--- src/rtl/sbus_pkg.sv ---
package sbus_pkg;
   localparam int BYTE_W   = 8;
   localparam int N_NARROW = 8;
   localparam int N_WIDE   = 4;
   localparam int NIDX_W   = $clog2(N_NARROW);
   localparam int WIDX_W   = $clog2(N_WIDE);
   localparam int FLAT_W   = N_NARROW*BYTE_W + N_WIDE*2*BYTE_W;

   localparam logic [BYTE_W-1:0] CMD_CLEAR   = 8'h01;
   localparam logic [BYTE_W-1:0] RD_STATUS   = 8'h81;
   localparam logic [BYTE_W-1:0] RD_FLAGS    = 8'h8F;
   localparam logic [BYTE_W-1:0] ADDR_SIGCTL = 8'h80;
   localparam logic [BYTE_W-1:0] SIGCTL_KEEP = 8'hE5;

   typedef enum logic [2:0] {K_IGNORE, K_CLEAR, K_NARROW, K_WIDE, K_REPLY} cmd_kind_e;
   typedef enum logic [2:0] {S_CMD, S_DATA1, S_DATA2, S_REPLY, S_DONE} frame_st_e;

   function automatic cmd_kind_e kind_of(input logic [BYTE_W-1:0] c);
      case (c)
         8'h01:                                           return K_CLEAR;
         8'h80, 8'h82, 8'h85, 8'h86, 8'h87, 8'h88,
         8'h8B, 8'h8E:                                    return K_NARROW;
         8'h83, 8'h84, 8'h8A, 8'h8D:                      return K_WIDE;
         8'h81, 8'h8F:                                    return K_REPLY;
         default:                                         return K_IGNORE;
      endcase
   endfunction

   function automatic logic [NIDX_W-1:0] narrow_slot(input logic [BYTE_W-1:0] c);
      case (c)
         8'h82:   return 3'd1;
         8'h85:   return 3'd2;
         8'h86:   return 3'd3;
         8'h87:   return 3'd4;
         8'h88:   return 3'd5;
         8'h8B:   return 3'd6;
         8'h8E:   return 3'd7;
         default: return 3'd0;
      endcase
   endfunction

   function automatic logic [WIDX_W-1:0] wide_slot(input logic [BYTE_W-1:0] c);
      case (c)
         8'h84:   return 2'd1;
         8'h8A:   return 2'd2;
         8'h8D:   return 2'd3;
         default: return 2'd0;
      endcase
   endfunction
endpackage

--- src/rtl/sbus_sync.sv ---
module sbus_sync #(
   parameter int          W       = 3,
   parameter int          STAGES  = 2,
   parameter logic [W-1:0] RST_VAL = '0
) (
   input  logic         clk,
   input  logic         rst_n,
   input  logic [W-1:0] d_i,
   output logic [W-1:0] q_o
);
   logic [STAGES-1:0][W-1:0] chain;

   for (genvar s = 0; s < STAGES; s++) begin : g_stage
      if (s == 0) begin : g_first
         always_ff @(posedge clk) begin
            if (!rst_n) chain[0] <= RST_VAL;
            else        chain[0] <= d_i;
         end
      end else begin : g_next
         always_ff @(posedge clk) begin
            if (!rst_n) chain[s] <= RST_VAL;
            else        chain[s] <= chain[s-1];
         end
      end
   end

   assign q_o = chain[STAGES-1];
endmodule

--- src/rtl/sbus_frame.sv ---
module sbus_frame
   import sbus_pkg::*;
(
   input  logic                  clk,
   input  logic                  rst_n,
   input  logic                  sclk_s,
   input  logic                  csn_s,
   input  logic                  din_s,
   input  logic [BYTE_W-1:0]     stat_i,
   input  logic [BYTE_W-1:0]     flag_i,
   output logic                  wr_en_o,
   output logic                  wr_wide_o,
   output logic [BYTE_W-1:0]     wr_addr_o,
   output logic [2*BYTE_W-1:0]   wr_data_o,
   output logic                  clr_o,
   output logic                  fall_o,
   output logic                  reply_o,
   output logic                  reply_oe_o
);
   localparam int CNT_W = $clog2(BYTE_W);
   localparam logic [CNT_W-1:0] LAST_BIT = CNT_W'(BYTE_W-1);

   frame_st_e          st;
   logic [CNT_W-1:0]   cnt;
   logic [BYTE_W-1:0]  sh, hi, cmd_q, rsh;
   logic               sclk_d, rise, byte_end, wr_narrow, wr_wide;
   logic [BYTE_W-1:0]  byte_nx;

   assign rise     = sclk_s & ~sclk_d & ~csn_s;
   assign fall_o   = ~sclk_s & sclk_d & ~csn_s;
   assign byte_nx  = {sh[BYTE_W-2:0], din_s};
   assign byte_end = rise && (cnt == LAST_BIT);

   assign clr_o     = byte_end && (st == S_CMD) && (kind_of(byte_nx) == K_CLEAR);
   assign wr_narrow = byte_end && (st == S_DATA1) && (kind_of(cmd_q) == K_NARROW);
   assign wr_wide   = byte_end && (st == S_DATA2);
   assign wr_en_o   = wr_narrow | wr_wide;
   assign wr_wide_o = wr_wide;
   assign wr_addr_o = cmd_q;
   assign wr_data_o = wr_wide ? {hi, byte_nx} : {{BYTE_W{1'b0}}, byte_nx};

   always_ff @(posedge clk) begin
      if (!rst_n) sclk_d <= 1'b0;
      else        sclk_d <= sclk_s;
   end

   always_ff @(posedge clk) begin
      if (!rst_n) begin
         st         <= S_CMD;
         cnt        <= '0;
         sh         <= '0;
         hi         <= '0;
         cmd_q      <= '0;
         rsh        <= '0;
         reply_o    <= 1'b0;
         reply_oe_o <= 1'b0;
      end else if (csn_s) begin
         st         <= S_CMD;
         cnt        <= '0;
         reply_oe_o <= 1'b0;
      end else if (rise) begin
         sh  <= byte_nx;
         cnt <= cnt + CNT_W'(1);
         if (cnt == LAST_BIT) begin
            case (st)
               S_CMD: begin
                  cmd_q <= byte_nx;
                  case (kind_of(byte_nx))
                     K_CLEAR: st <= S_DONE;
                     K_REPLY: begin
                        st  <= S_REPLY;
                        rsh <= (byte_nx == RD_STATUS) ? stat_i : flag_i;
                     end
                     default: st <= S_DATA1;
                  endcase
               end
               S_DATA1: begin
                  if (kind_of(cmd_q) == K_WIDE) begin
                     hi <= byte_nx;
                     st <= S_DATA2;
                  end else begin
                     st <= S_DONE;
                  end
               end
               S_DATA2: st <= S_DONE;
               S_REPLY: st <= S_DONE;
               default: st <= S_DONE;
            endcase
         end
      end else if (fall_o) begin
         if (st == S_REPLY) begin
            reply_o    <= rsh[BYTE_W-1];
            rsh        <= {rsh[BYTE_W-2:0], 1'b0};
            reply_oe_o <= 1'b1;
         end else begin
            reply_oe_o <= 1'b0;
         end
      end
   end
endmodule

--- src/rtl/sbus_regs.sv ---
module sbus_regs
   import sbus_pkg::*;
#(
   parameter bit RSVD_ZERO = 1'b1
) (
   input  logic                 clk,
   input  logic                 rst_n,
   input  logic                 clr_i,
   input  logic                 wr_en_i,
   input  logic                 wr_wide_i,
   input  logic [BYTE_W-1:0]    wr_addr_i,
   input  logic [2*BYTE_W-1:0]  wr_data_i,
   output logic [FLAT_W-1:0]    flat_o
);
   localparam int WIDE_BASE = N_NARROW*BYTE_W;

   logic [BYTE_W-1:0]   nar [N_NARROW];
   logic [2*BYTE_W-1:0] wid [N_WIDE];
   logic [BYTE_W-1:0]   sigctl_keep;

   if (RSVD_ZERO) begin : g_mask
      assign sigctl_keep = SIGCTL_KEEP;
   end else begin : g_nomask
      assign sigctl_keep = '1;
   end

   always_ff @(posedge clk) begin
      if (!rst_n || clr_i) begin
         for (int i = 0; i < N_NARROW; i++) nar[i] <= '0;
         for (int i = 0; i < N_WIDE; i++)   wid[i] <= '0;
      end else if (wr_en_i) begin
         if (wr_wide_i)
            wid[wide_slot(wr_addr_i)] <= wr_data_i;
         else if (wr_addr_i == ADDR_SIGCTL)
            nar[narrow_slot(wr_addr_i)] <= wr_data_i[BYTE_W-1:0] & sigctl_keep;
         else
            nar[narrow_slot(wr_addr_i)] <= wr_data_i[BYTE_W-1:0];
      end
   end

   for (genvar g = 0; g < N_NARROW; g++) begin : g_pack_n
      assign flat_o[g*BYTE_W +: BYTE_W] = nar[g];
   end
   for (genvar g = 0; g < N_WIDE; g++) begin : g_pack_w
      assign flat_o[WIDE_BASE + g*2*BYTE_W +: 2*BYTE_W] = wid[g];
   end
endmodule

--- src/rtl/sbus_slave.sv ---
module sbus_slave
   import sbus_pkg::*;
#(
   parameter int SYNC_STAGES = 2,
   parameter bit RSVD_ZERO   = 1'b1
) (
   input  logic               clk,
   input  logic               rst_n,
   input  logic               bus_sclk,
   input  logic               bus_csn,
   input  logic               bus_cmd,
   output logic               bus_reply,
   output logic               bus_reply_oe,
   input  logic [BYTE_W-1:0]  status_byte,
   input  logic [BYTE_W-1:0]  flag_byte,
   output logic [FLAT_W-1:0]  regs_flat
);
   if (SYNC_STAGES < 2) begin : g_bad_sync
      $error("sbus_slave: SYNC_STAGES must be at least 2");
   end
   if (BYTE_W != 8) begin : g_bad_byte
      $error("sbus_slave: command decode assumes 8-bit bytes");
   end

   logic                 sclk_s, csn_s, din_s;
   logic                 wr_en, wr_wide, clr, fall_p;
   logic [BYTE_W-1:0]    wr_addr;
   logic [2*BYTE_W-1:0]  wr_data;

   sbus_sync #(
      .W       (3),
      .STAGES  (SYNC_STAGES),
      .RST_VAL (3'b010)
   ) u_sync (
      .clk   (clk),
      .rst_n (rst_n),
      .d_i   ({bus_sclk, bus_csn, bus_cmd}),
      .q_o   ({sclk_s, csn_s, din_s})
   );

   sbus_frame u_frame (
      .clk        (clk),
      .rst_n      (rst_n),
      .sclk_s     (sclk_s),
      .csn_s      (csn_s),
      .din_s      (din_s),
      .stat_i     (status_byte),
      .flag_i     (flag_byte),
      .wr_en_o    (wr_en),
      .wr_wide_o  (wr_wide),
      .wr_addr_o  (wr_addr),
      .wr_data_o  (wr_data),
      .clr_o      (clr),
      .fall_o     (fall_p),
      .reply_o    (bus_reply),
      .reply_oe_o (bus_reply_oe)
   );

   sbus_regs #(
      .RSVD_ZERO (RSVD_ZERO)
   ) u_regs (
      .clk       (clk),
      .rst_n     (rst_n),
      .clr_i     (clr),
      .wr_en_i   (wr_en),
      .wr_wide_i (wr_wide),
      .wr_addr_i (wr_addr),
      .wr_data_i (wr_data),
      .flat_o    (regs_flat)
   );
endmodule

--- config.mk ---
export PLATFORM = sky130hd
export DESIGN_NAME = sbus_slave
export DESIGN_NICKNAME = d
export VERILOG_FILES = /design/src/rtl/sbus_pkg.sv /design/src/rtl/sbus_sync.sv /design/src/rtl/sbus_frame.sv /design/src/rtl/sbus_regs.sv /design/src/rtl/sbus_slave.sv
export SDC_FILE = /design/constraint.sdc
export NUM_CORES = 1
export LEC_CHECK = 0
export BUFFER_PORTS_ARGS = -buffer_cell sky130_fd_sc_hd__clkbuf_2
export CAP_MARGIN = 10
export CORE_MARGIN = 2
export CORE_UTILIZATION = 55
export DETAILED_ROUTE_END_ITERATION = 7
export PLACE_DENSITY = 0.79
export SYNTH_ARGS = -nofsm -noshare
export SYNTH_HDL_FRONTEND = slang
export SYNTH_SLANG_ARGS = --single-unit
--- constraint.sdc ---
create_clock -name clk -period 3.5 [get_ports clk]
set_input_delay 0.7 -clock clk [delete_from_list [all_inputs] [get_ports clk]]
set_output_delay 0.7 -clock clk [all_outputs]
set_load 0.005 [all_outputs]
* Yosys cells after proc, flatten, opt, wreduce, memory -nomap -nowiden
Memory sizes are Yosys's and may differ from the RTL's. Index checks and enable logic that the tools add are counted.
Cells by class: bitwise operators 11, reductions and logical operators 27, equal/unequal tests 42, add/subtract/negate cells 1, muxes and demuxes 52
Operators by type and width (count):
- 8-bit equality test, second input constant | 28
- 8-bit two-way mux | 9
- 3-bit two-way mux | 12
- 16-bit two-way mux | 2
- 3-bit one-hot mux with 4 select lines | 2
- 8-bit OR reduction | 3
- 3-bit one-hot mux with 7 select lines | 1
- 1-bit two-way mux | 19
- 8-bit by 1-bit equality test with 1-bit output, second input constant | 2
- 16-bit OR reduction | 1
- 3-bit by 2-bit equality test with 1-bit output, second input constant | 4
- 3-bit one-hot mux with 2 select lines | 2
- 3-bit by 1-bit equality test with 1-bit output, second input constant | 3
- 2-bit two-way mux | 4
- 4-bit AND reduction | 2
- 4-bit OR reduction | 2
- 3-bit equality test, second input constant | 2
- 1-bit logical AND | 6
- 2-bit inequality test, second input constant | 3
- 2-bit one-hot mux with 3 select lines | 1
- 2-bit AND reduction | 3
- 6-bit AND reduction | 1
- 2-bit OR reduction | 3
- 1-bit NOT | 5
- 8 further kinds | 13
Storage, ports and cells: logic and storage cells 146, output and inout bits 130, memories 2, memory bits (writable) 128, flip-flop bits (word level) 46
Memory list:
- u_regs.nar | words 8, width 8, rd ports 8, clocked after memory_dff 0, wr ports 8, line sbus_regs.sv:17 | logic [BYTE_W-1:0] nar [N_NARROW];
- u_regs.wid | words 4, width 16, rd ports 4, clocked after memory_dff 0, wr ports 4, line sbus_regs.sv:18 | logic [2*BYTE_W-1:0] wid [N_WIDE];

* Longest topological paths before layout
Gate-level depths: netlist of the first run.
depth in word-level cells 13, mapped depth 9

* Cells and area by module
A second synthesis of the first run with hierarchy kept.
Second synthesis, totals: cells, all modules 616, area, all modules 7398.3 µm²
By module, submodules not included:
- sbus_regs | instances 1, sequential area each 3843.7 µm², cells each 363, area each 5146.2 µm²
- sbus_frame | instances 1, sequential area each 800.8 µm², cells each 238, area each 2072.0 µm²
- sbus_sync | instances 1, sequential area each 120.1 µm², cells each 15, area each 180.2 µm²

* Least setup slack after synthesis of the first run
No wires, ideal clock.
kind register to register, start register u_frame.cnt[0], end memory u_regs.nar[0][0] (enable), data arrival time 2785 ps, path slack 317 ps, path buffers 2, required time 3102 ps, period minus slack after synthesis 3183 ps, stages on the path, launching flop included 9, cell sequence dfxtp_1 ha_1 ha_1 nor3b_2 o2111ai_1 or3_1 clkbuf_1 clkbuf_1 o41ai_1
RTL lines:
- start: declaration | line sbus_frame.sv:24 | logic [CNT_W-1:0] cnt;
- start signal: assignment | line sbus_frame.sv:63 | cnt <= cnt + CNT_W'(1);
- end: declaration | line sbus_regs.sv:17

==> results.md, run 1 <==
Timing:
- Setup repair after global routing left no endpoint under its margin.
- The final hold violation count is 0.
- The post-route clock period utilization is 0.854.
- The accumulated negative setup slack is 0 ns.
- The final critical delay including setup and external delays is 2.99 ns.
- The count of endpoints failing setup in the final report is 0.
- At the pin with the least slew margin, the transition time is 1.03 ns.
- The setup skew after layout is 0.00844 ns.
- The smallest setup slack after layout is 0.510 ns.
- The highest clock rate is 334 MHz.
- The worst slew slack as a fraction of its limit is 0.306.
- The number of max-slew violations in the final report is 0.
- The worst hold margin is 0.421 ns.

Drt:
- The DRC violation total after the first TritonRoute iteration is 712.
- The routed via count is 5778.
- In the routed design, unresolved DRC markers number 0.
- After detailed routing, the average wire length per cell comes to 18.9 um.
- After detailed routing, the total wire length is 18300 um.
- The per-cell via count in the routed design is 5.96.
- The first detailed-routing pass ran for 5 iterations.
- The remaining number of nets flagged by the antenna check after routing is 0.

Final layout:
- The post-layout instance area is 0.00912 mm2.
- At the end of the flow the core is filled with cells to 0.686.
- The layout has 955 filler cells.
- The number of nets in the layout is 803.
- Of the cells placed in the final design, the portion with a size suffix greater than 1 is 0.296.
- The growth of design area from synthesis to finish is 21.6%.
- The number of antenna diodes is 0.

Synth:
- The count of yosys warnings during synthesis is 0.
- After synthesis, the share of flip-flops with an asynchronous set or reset is 0.
- The synthesized area per cell is 11.9 um2.
- In the synthesized netlist the dominant register cell turns out to be edfxtp_1.
- The count of mapped cells out of synthesis is 631.
- The synthesized design contains 174 register bits.
- The number of enable flip-flop cells after synthesis is 128.
- The share of the Yosys chip area taken by registers is 0.635.
- The cell area that synthesis handed to floorplanning was 0.00751 mm2.
- The netlist uses 56 different library cells.

Power:
- The leakage power is 0.00364 uW.
- The share of total power in combinational logic is 0.037.
- The worst-case IR drop observed on VDD is 0.310 mV.
- The portion of total power attributed to the clock network is 0.425.
- In this run the power spent charging and discharging nets is 865 uW.
- The internal power of the cells totals 3370 uW.
- The power density of the placed cells is 464 mW/mm2.
- The fraction of power consumed by sequential logic is 0.538.
- Of the total power, the share spent switching nets is 0.204.

Floorplanning:
- The horizontal die dimension is 121 um.
- The die covers 0.0146 mm2.
- Row generation in the floorplan step produced 42 rows.
- The area of the core region is 0.0133 mm2.
- The starting density of the core is 0.565.
- The count of pins on the block boundary is 151.
- The die is 121 um tall.

Worst setup path:
- Of all nets on the critical path, the largest fanout is 19.
- The critical path endpoint category is a register.
- The data arrival time of the worst path is 3.20 ns.
- The slowest stage of the critical path is the or3_1 cell.
- For this run, the slowest stage of the critical path takes 0.65 ns.
- The launching element type of the critical path is a register.
- The critical path is of the reg2reg type.
- STA puts the critical path data required time at 3.71 ns.
- Traced cell by cell, the critical path runs through ha_1, ha_1, nor3b_2, o2111ai_1, buf_4, or3_1, buf_4, nor4_1.
- The kind of cell with the highest combined delay along the critical path is simple AND/OR/NAND/NOR gates.
- The combined buffer and inverter count along the critical path is 2.

GRT:
- The largest net degree at the start of global routing is 27.
- Summed over all layers, the global routing overflow is 0.
- The number of antenna violations at the first check in global routing is 0.
- The number of global-route vias before repair is 5381.
- The first global-routing pass estimated 28300 um of wire.
- Across every metal layer, demand over resource in global routing totals 0.255.

CTS:
- The clock net in this run drives a total of 174 sinks.
- After clock tree synthesis, the clock-pin slew on the worst setup and hold paths is 0.06 ns.
- The TritonCTS clock tree is built.
- The H-tree generated during clock tree synthesis spans 4 levels.
- The root buffer cell chosen for the clock tree is clkbuf_16.
- No sink is reached through more buffers than the 2 on the longest clock path.
- The number of CTS-inserted buffers is 17.
- The post-CTS setup buffer count is 0.
- Buffers inserted to repair hold after CTS numbered 0.
- In this run, post-CTS repair resized a total of 0 instances.
- The insertion delay to the later sink of the worst-skew pair is 0.43 ns.

Run:
- The reported max-cap violation count is 0.

Place:
- The setup slack at placement is 0.619 ns.
- After detailed placement, the total cell area comes to 0.00853 mm2.
- Detailed placement ended at an HPWL of 12400 um.
- The count of buffers added on input and output ports is 150.
- The final weighted congestion in routability-driven placement is 0.911.

Status:
- The run finished with clean final reports.

Min path:
- The worst min-delay path class is reg2reg.
[power by group through the flow]
stage	logic [uW]	clock network (uW)	registers, uW
final	157	1800	2280
after global routing	171	1900	2280
after CTS	156	1810	2280
after detailed placement	155	0	2320
after global placement	151	0	2320
after floorplan	58.3	0	2330
[routing by layer]
metal | track usage | vias to the layer above | wire [um] | share of wire
met5 | 0 | - | 0 | 0
met4 | 0.0901 | 0 | 404 | 0.022
met3 | 0.0618 | 40 | 1510 | 0.083
met2 | 0.413 | 301 | 9030 | 0.49
met1 | 0.337 | 2755 | 7380 | 0.40
li1 | - | 2682 | - | -
[cells in the final DEF, fill, tap and decap left out, types with 19 or more instances in the layout]
cell type  netlist  layout
and3_1          32      32
dfxtp_1         46      46
edfxtp_1       128     128
a21oi_1         27      27
clkbuf_2         0     150
nor4_1          26      24
nand2_1         56      56
nand3_1         21      21
clkbuf_16        0      19
and2_1          54      54
o21ai_0         28      25
buf_4            2      29
[layout make-up]
class,instances,area (um2),area share
Clock buffer,25,526,0.0576
Multi-Input combinational cell,402,2560,0.280
Sequential cell,174,4760,0.522
Tap cell,176,220,0.0241
Inverter,4,15.0,0.00165
Clock inverter,7,48.8,0.00535
Timing Repair Buffer,181,992,0.109
[through the flow]
step	power, uW	instances
2_1_floorplan	2390	633
3_3_place_gp	2470	935
3_5_place_dp	2480	935
4_1_cts	4250	967
5_1_grt	4360	969
6_report	4240	969
[cells in the mapped netlist (9+ instances only)]
library cell,count,area [um2]
and2_1,54,338
mux2i_1,12,120
nand2_1,56,210
nand4_1,17,106
o21ai_0,28,140
edfxtp_1,128,3840
nor3_1,15,75.1
and4_1,17,149
o31ai_1,11,82.6
dfxtp_1,46,921
clkbuf_1,45,169
nor2_1,14,52.6
nand3_1,21,105
nor4_1,26,163
nand2b_1,9,56.3
and3_1,32,200
a21oi_1,27,135
[logic make-up (layout without fill, tap and decap cells)]
family / Yosys count / count (layout) / share of synthesized area
adders and majority gates: 2 / 2 / 0.00333
DFF: 174 / 174 / 0.635
muxes: 14 / 14 / 0.0220
and+or+nand+nor: 285 / 285 / 0.220
buffers and inverters: 57 / 217 / 0.0302
xor gates and xnor gates: 4 / 4 / 0.00467
AOI/OAI and AO/OA: 94 / 94 / 0.0842
other: 1 / 3 / 0.000500
[sequential cells by signal, summed over array words and instances (netlist names), 7 cells and up]
signal             flops
u_regs.nar            64
u_regs.wid            64
u_frame.hi             8
u_frame.rsh            8
u_frame.wr_addr_o      8
u_frame.sh             7
[worst paths after layout]
check / from / endpoint / slack, ns / cells after the start
min reg2reg: u_sync.chain[1]$_SDFF_PN1_ / u_sync.q_o[1]$_SDFF_PN1_ / 0.42 / 1
min: u_sync.chain[1]$_SDFF_PN1_ / u_sync.q_o[1]$_SDFF_PN1_ / 0.42 / 1
max: u_frame.cnt[0]$_SDFFE_PP0P_ / u_regs.nar[4][4]$_SDFFCE_PN0P_ / 0.51 / 8
max reg2reg: u_frame.cnt[0]$_SDFFE_PP0P_ / u_regs.nar[4][4]$_SDFFCE_PN0P_ / 0.51 / 8
No activity file was read; power rests on OpenSTA's default activity.
==> inputs of run 2 (changes only) <==
--- a/config.mk
+++ b/config.mk
@@ -13,4 +13,5 @@
 export PLACE_DENSITY = 0.79
 export SYNTH_ARGS = -nofsm -noshare
 export SYNTH_HDL_FRONTEND = slang
+export SYNTH_HIERARCHICAL = 1
 export SYNTH_SLANG_ARGS = --single-unit
==> results.md, run 2 <==
Worst setup path:
- The launching element type of the critical path is a register.
- The data arrival time of the worst path is 3.19 ns (about the same).
- The critical path start-end classification is reg2reg.
- The longest individual stage delay on the worst path is 0.79 ns (+0.14 ns).
- The top fanout value on the critical path is 12 (-7).
- The critical path goes through ha_1, ha_1, nand4bb_1, buf_4, or2_2, nor2_1, nor2b_1, o211ai_1.
- The worst endpoint required time is 3.53 ns (-0.18 ns).
- The critical path endpoint category is a register.
- The most numerous cell type found on the critical path is ha_1.
- The cell type of the slowest stage on the worst timing path is nor2b_1.
- The reg-to-reg setup timing slack is 0.34 ns (-0.17 ns).

Final layout:
- The post-layout instance count excluding filler cells is 960 (-0.93%).
- The most common cell after layout, fill and taps aside is clkbuf_2.
- The growth of design area from synthesis to finish is 20.8%.
- The number of nets in the layout is 794 (-1.1%).
- The largest registers in the layout are u_regs/nar (64), u_regs/wid (64).
- The top cell types in the final layout, fill and taps aside, are 150 x clkbuf_2, 128 x edfxtp_1, 74 x nor2_1, 62 x and2_1, 50 x nand2_1.
- The fraction of the core area covered by cells at the end of the flow is 0.678 (-0.00867).
- The footprint of the multi-input gates is 0.00237 mm2 (-7.2%).
- The area of all sequential standard cells is 0.00476 mm2 (unchanged).
- The number of antenna diodes is 0 (unchanged).
- The layout cell share with drive strength beyond 1 is 0.295 (-0.00170).
- The number of filler instances in the final layout is 956 (+0.10%).

Timing:
- The setup skew after layout is 0.00882 ns (+0.000380 ns).
- The post-route clock period utilization is 0.904 (+0.0494).
- Setup repair after global routing left no endpoint under its margin.
- The count of endpoints failing setup in the final report came to 0 (unchanged).
- The final critical delay including setup and external delays is 3.16 ns (+0.173 ns).
- The number of max-slew violations in the final report is 0 (unchanged).
- The highest clock rate is 316 MHz (-5.5%).
- The slew of the pin with the lowest slew margin came to 1.10 ns (+0.0645 ns).
- The final hold violation count was 0 (unchanged).
- The worst slew slack as a fraction of its limit is 0.265 (-0.0405).

Synth:
- The post-synthesis net count is 639.
- The sequential-to-total area share from yosys stat is 0.644 (+0.00923).
- The leading register cell type out of synthesis is edfxtp_1.
- The count of yosys warnings during synthesis came to 6 (+6).
- The biggest area contributor in the post-synthesis netlist is edfxtp_1.
- By area the synthesized netlist is led by edfxtp_1 52%, dfxtp_1 12%, and2_1 5.2%, nor2_1 3.8%, mux2i_1 3.0%.
- The fraction of registers with async set/reset came to 0 (unchanged).
- The post-synthesis sequential element count is 174 (unchanged).
- The top cell type's share of synthesized area was 0.520 (+0.00745).
- The count of mapped cells out of synthesis is 616 (-2.4%).
- By count the netlist is led by 128 x edfxtp_1, 74 x nor2_1, 62 x and2_1.
- The synthesized area per cell is 12.0 um2 (+0.97%).
- The number of enable flip-flop cells after synthesis is 128 (unchanged).
- The number of distinct library cells after synthesis came to 59 (+5.4%).
- By instance count, the leading cell after synthesis is edfxtp_1.
- The post-synthesis cell area came to 0.00740 mm2 (-1.4%).

GRT:
- The largest net degree at the start of global routing is 26 (-3.7%).
- The remaining global-route overflow is 0 (unchanged).
- The number of antenna violations at the first check in global routing is 0 (unchanged).
- The overall routing resource usage is 0.231 (-0.0242).
- The number of global-route vias before repair is 5063 (-5.9%).
- The wire length of the first global-routing pass is 25500 um (-9.9%).

Floorplanning:
- The area of the core region was 0.0132 mm2 (-0.79%).
- The die height is 120 um (-0.70%).
- The horizontal die dimension was 120 um (-0.70%).
- The count of pins on the block boundary is 151 (unchanged).
- The starting density of the core was 0.561 (-0.00366).
- The total die area is 0.0144 mm2 (-1.4%).
- The number of core rows is 42 (unchanged).

Power:
- The leakage power is 0.00366 uW (+0.68%).
- The overall power was 4230 uW (about the same).
- The power density of the placed cells is 474 mW/mm2 (+2.0%).
- The worst vdd rail ir drop came to 0.255 mV (-18%).

Place:
- The detailed placement HPWL is 11200 um (-9.6%).
- The number of input and output port buffers inserted is 150 (unchanged).
- The cell count after placement came to 928 (-0.75%).
- The final weighted congestion in routability-driven placement is 0.852 (-6.4%).

CTS:
- The number of clock sinks was 174 (unchanged).
- TritonCTS built the clock tree.
- The worst-case clock buffer depth is 2 (unchanged).
- The maximum level of the CTS H-tree came to 4 (unchanged).
- The insertion delay to the later sink of the worst-skew pair is 0.42 ns (about the same).
- The count of hold-fix buffers inserted at cts is 0 (unchanged).
- The number of resized instances in the post-cts repair step was 0 (unchanged).
- The register clock-pin slew on the reported worst setup and hold paths is 0.06 ns (about the same).
- The post-CTS setup buffer count is 0 (unchanged).
- The cell sitting at the root of the clock tree is a clkbuf_16.
- The number of CTS-inserted buffers is 17 (unchanged).

Drt:
- The residual DRC count is 0 (unchanged).
- The routed via count came to 5315 (-8.0%).
- The DRC violation total after the first TritonRoute iteration is 495 (-30%).
- The sum of routed wire length over all layers came to 16600 um (-9.7%).
- The first-pass iteration count of the detailed router is 7 (+2).
- The remaining number of nets flagged by the antenna check after routing is 0 (unchanged).
- The per-cell via count in the routed design is 5.54 (-7.2%).
- The average wire per standard cell is 17.2 um (-8.9%).

Status:
- The flow ran to the end, and the final reports show no timing, DRC or antenna violations.

Min path:
- The worst hold path belongs to the class reg2reg.

Run:
- The reported max-cap violation count came to 0 (unchanged).
-- run 2: cell count changes after synthesis, moves of 8 or more --
cell / previous run / this run
nand3_1: 21 / 33
clkbuf_1: 45 / 19
mux2i_1: 12 / 22
nand4_1: 17 / 1
nor3_1: 15 / 2
inv_1: 3 / 19
nor4_1: 26 / 1
and2_1: 54 / 62
o31ai_1: 11 / 1
nor2_1: 14 / 74
and4_1: 17 / 1
and3_1: 32 / 1
-- run 2: final cells by class --
type	instances	share of cell area
inverter	20	0.00840
multi-input combinational	385	0.266
sequential	174	0.533
tap	176	0.0246
timing repair buffer	173	0.103
clock inverter	9	0.00798
clock buffer	23	0.0570
-- run 2: power breakdown --
part           internal, uW  switching (uW)
Sequential             2260            21.6
Combinational          60.1            82.4
Clock                  1040             768
Total                  3360             872
-- run 2: logic make-up after synthesis --
group	count (synthesis)	synth area share
multiplexers	23	0.0313
AND/OR/NAND/NOR	272	0.206
flip-flops	174	0.644
XOR/XNOR	3	0.00355
AO/OA/AOI/OAI	85	0.0724
buffers and inverters	57	0.0389
adder cells (fa/ha/maj)	2	0.00338
-- run 2: per-stage QoR --
stage | worst slack [ns] | area (um2) | setup TNS, ns | hold WS (ns)
6_report | 0.337 | 8940 | 0 | 0.430
3_3_place_gp | 0.506 | 8360 | 0 | 0.393
5_1_grt | 0.170 | 8940 | 0 | 0.456
2_1_floorplan | -0.0840 | 7410 | -2.69 | 0.386
4_1_cts | 0.378 | 8940 | 0 | 0.425
3_5_place_dp | 0.403 | 8360 | 0 | 0.404
-- run 2: path summary, 6_finish.rpt --
check,from,to,depth (start not counted)
max,u_frame/cnt[0]$_SDFFE_PP0P_,u_regs/nar[0][5]$_SDFFCE_PN0P_,8
max reg2reg,u_frame/cnt[0]$_SDFFE_PP0P_,u_regs/nar[0][5]$_SDFFCE_PN0P_,8
min,u_sync/chain[1]$_SDFF_PN1_,u_sync/q_o[1]$_SDFF_PN1_,1
min reg2reg,u_sync/chain[1]$_SDFF_PN1_,u_sync/q_o[1]$_SDFF_PN1_,1
-- run 2: critical path: cells and delay by family, from the launching register on --
kind | cells | cell delay [ns]
and+or+nand+nor | 4 | 1.36
AOI/OAI and AO/OA | 1 | 0.53
adders and majority gates | 2 | 0.36
DFF | 1 | 0.32
buffers and inverters | 1 | 0.19
-- run 2: routing by layer --
metal	GRT usage	vias up	wire length, um
met5	0	-	0
met4	0.102	0	479
met3	0.0471	48	1060
met2	0.376	251	8200
met1	0.299	2533	6810
li1	-	2483	-
==> inputs of run 3 (changes only) <==
--- a/config.mk
+++ b/config.mk
@@ -8,9 +8,9 @@
 export BUFFER_PORTS_ARGS = -buffer_cell sky130_fd_sc_hd__clkbuf_2
 export CAP_MARGIN = 10
 export CORE_MARGIN = 2
-export CORE_UTILIZATION = 55
+export CORE_UTILIZATION = 40
 export DETAILED_ROUTE_END_ITERATION = 7
-export PLACE_DENSITY = 0.79
+export PLACE_DENSITY = 0.6
 export SYNTH_ARGS = -nofsm -noshare
 export SYNTH_HDL_FRONTEND = slang
 export SYNTH_HIERARCHICAL = 1
==> results.md, run 3 (synthesis results as in run 2) <==
Final layout:
- The number of nets in the layout is 800 (+0.76%).
- The area growth from synthesis to layout is 22.1%.
- The post-layout instance count excluding filler cells came to 1018 (+6.0%).
- The layout cell share with drive strength beyond 1 is 0.299 (+0.00447).
- Leaving out fill and tap cells, the most frequent cells in the layout are 150 x clkbuf_2, 128 x edfxtp_1, 74 x nor2_1, 62 x and2_1, 50 x nand2_1.
- In the final layout, the registers with the most flip-flops are u_regs/nar (64), u_regs/wid (64).
- Leaving out fill and tap cells, the most frequent cell in the layout is clkbuf_2.
- The number of antenna diodes is 0 (unchanged).

Place:
- The detailed placement HPWL came to 11800 um (+5.8%).
- The cell count after placement is 987 (+6.4%).
- The number of input and output port buffers inserted was 150 (unchanged).
- The final weighted congestion in routability-driven placement is 0.797 (-6.5%).

Timing:
- The worst slew slack as a fraction of its limit is 0.236 (-0.0291).
- The highest clock rate was 337 MHz (+6.7%).
- The setup skew after layout came to 0.0132 ns (+0.00438 ns).
- The count of endpoints failing setup in the final report is 0 (unchanged).
- The number of max-slew violations in the final report is 0 (unchanged).
- Setup repair after global routing left no endpoint under its margin.
- The accumulated negative setup slack is 0 ns (unchanged).
- The final critical delay including setup and external delays was 2.96 ns (-0.199 ns).
- The slew of the pin with the lowest slew margin is 1.14 ns (+0.0434 ns).
- The final hold violation count was 0 (unchanged).
- The post-route clock period utilization is 0.847 (-0.0569).

GRT:
- The largest net degree at the start of global routing is 26 (unchanged).
- The number of antenna violations at the first check in global routing is 0 (unchanged).
- The number of global-route vias before repair is 5037 (-0.51%).
- The wire length of the first global-routing pass is 26700 um (+4.7%).
- The remaining global-route overflow is 0 (unchanged).
- The overall routing resource usage was 0.175 (-0.0555).

Worst setup path:
- The launching element type of the critical path is a register.
- In this design, the largest share of critical-path delay is due to simple AND/OR/NAND/NOR gates.
- Walking the worst path, the cells encountered are ha_1, ha_1, nand4bb_1, or2_2, nor2_1, nor2b_1, o211ai_1.
- The critical path in this run is classified as reg2reg.
- The most numerous cell type found on the critical path is ha_1.
- Among all stages on the critical path, the largest delay is contributed by nor2b_1.
- The data arrival time of the worst path is 3.00 ns (-0.19 ns).
- The combined buffer and inverter count along the critical path is 0 (-1).
- The worst setup path is captured at a register.
- The longest individual stage delay on the worst path is 0.71 ns (-0.08 ns).
- The worst endpoint required time is 3.54 ns (about the same).
- The top fanout value on the critical path is 12 (unchanged).

Drt:
- The remaining number of nets flagged by the antenna check after routing came to 0 (unchanged).
- The first-pass iteration count of the detailed router is 7 (unchanged).
- The residual DRC count came to 15 (+15).
- The average wire per standard cell came to 16.6 um (-3.6%).
- The per-cell via count in the routed design is 5.04 (-9.0%).
- The sum of routed wire length over all layers was 16900 um (+2.2%).
- The routed via count is 5130 (-3.5%).
- The DRC violation total after the first TritonRoute iteration was 422 (-15%).

CTS:
- The maximum level of the CTS H-tree was 4 (unchanged).
- The post-CTS setup buffer count is 0 (unchanged).
- In this run the clock root is driven by a clkbuf_16.
- The worst-case clock buffer depth is 2 (unchanged).
- The number of clock sinks is 174 (unchanged).
- The TritonCTS clock tree is built.
- The register clock-pin slew on the reported worst setup and hold paths came to 0.06 ns (about the same).
- The count of hold-fix buffers inserted at cts is 0 (unchanged).
- The insertion delay to the later sink of the worst-skew pair is 0.43 ns (about the same).
- The number of resized instances in the post-cts repair step is 0 (unchanged).
- The number of CTS-inserted buffers is 17 (unchanged).

Power:
- The worst vdd rail ir drop is 0.343 mV (+35%).
- The power density of the placed cells is 466 mW/mm2 (-1.5%).
- The leakage power was 0.00368 uW (+0.35%).

Floorplanning:
- The die height is 140 um (+17%).
- The number of core rows is 49 (+17%).
- The total die area is 0.0196 mm2 (+36%).
- The horizontal die dimension came to 140 um (+17%).
- The count of pins on the block boundary is 151 (unchanged).
- The starting density of the core is 0.409 (-0.152).
- The area of the core region came to 0.0181 mm2 (+37%).

Run:
- The reported max-cap violation count was 0 (unchanged).

Status:
- The checks that failed: design-rule violations.
- The flow ran to the end, but the final reports show violations.

Min path:
- The worst min-delay path class is reg2reg.
-- run 3: changes by cell type in the layout (fill, tap and decap cells not counted) --
| cell | delta |
|---|---|
| clkinvlp_4 | +1 |
| inv_8 | +1 |
| clkbuf_16 | -1 |
| inv_6 | +2 |
| clkbuf_8 | -4 |
| clkinv_4 | +1 |
| bufinv_16 | +1 |
| buf_4 | +6 |
| inv_4 | -2 |
-- run 3: final timing paths --
| kind | startpoint | endpoint | slack, ns | cells past startpoint |
|---|---|---|---|---|
| hold / removal | u_sync/chain[1]$_SDFF_PN1_ | u_sync/q_o[1]$_SDFF_PN1_ | 0.41 | 1 |
| hold reg to reg | u_sync/chain[1]$_SDFF_PN1_ | u_sync/q_o[1]$_SDFF_PN1_ | 0.41 | 1 |
| setup reg to reg | u_frame/cnt[0]$_SDFFE_PP0P_ | u_regs/nar[0][2]$_SDFFCE_PN0P_ | 0.54 | 7 |
| setup / recovery | u_frame/cnt[0]$_SDFFE_PP0P_ | u_regs/nar[0][2]$_SDFFCE_PN0P_ | 0.54 | 7 |
-- run 3: per-layer routing --
layer | wire, um | up-vias | track usage
met5 | 0 | - | 0
met4 | 171 | 0 | 0.0516
met3 | 953 | 14 | 0.0386
met2 | 8310 | 164 | 0.292
met1 | 7480 | 2444 | 0.232
li1 | - | 2508 | -
-- run 3: where the power goes --
| group | internal [uW] | switching, uW |
|---|---|---|
| registers | 2260 | 21.1 |
| clock network | 993 | 790 |
| logic | 60.9 | 82.5 |
| total | 3320 | 893 |
-- run 3: worst reg2reg max path, cell delays in order, from the launching register on --
cell and delay (ns):
dfxtp_1 0.32, ha_1 0.20, ha_1 0.17, nand4bb_1 0.19
or2_2 0.32, nor2_1 0.17, nor2b_1 0.71, o211ai_1 0.51
-- run 3: cell type report --
class / count / area (um2)
Multi-Input combinational cell: 385 / 2370
Tap cell: 229 / 287
Inverter: 20 / 75.1
Timing Repair Buffer: 179 / 968
Clock inverter: 13 / 134
Clock buffer: 18 / 429
Fill cell: 1615 / 9050
Sequential cell: 174 / 4760
-- run 3: metrics by stage --
step                      power [uW]  setup WS, ns  area, um2  utilization  hold WS, ns
after floorplan                 2380       -0.0840       7410            -        0.386
after global routing            4360         0.267       9030        0.499        0.437
after global placement          2470         0.613       8470        0.468        0.404
final                           4210         0.536       9030        0.499        0.409
after detailed placement        2480         0.561       8470        0.468        0.396
after CTS                       4250         0.555       9030        0.499        0.410
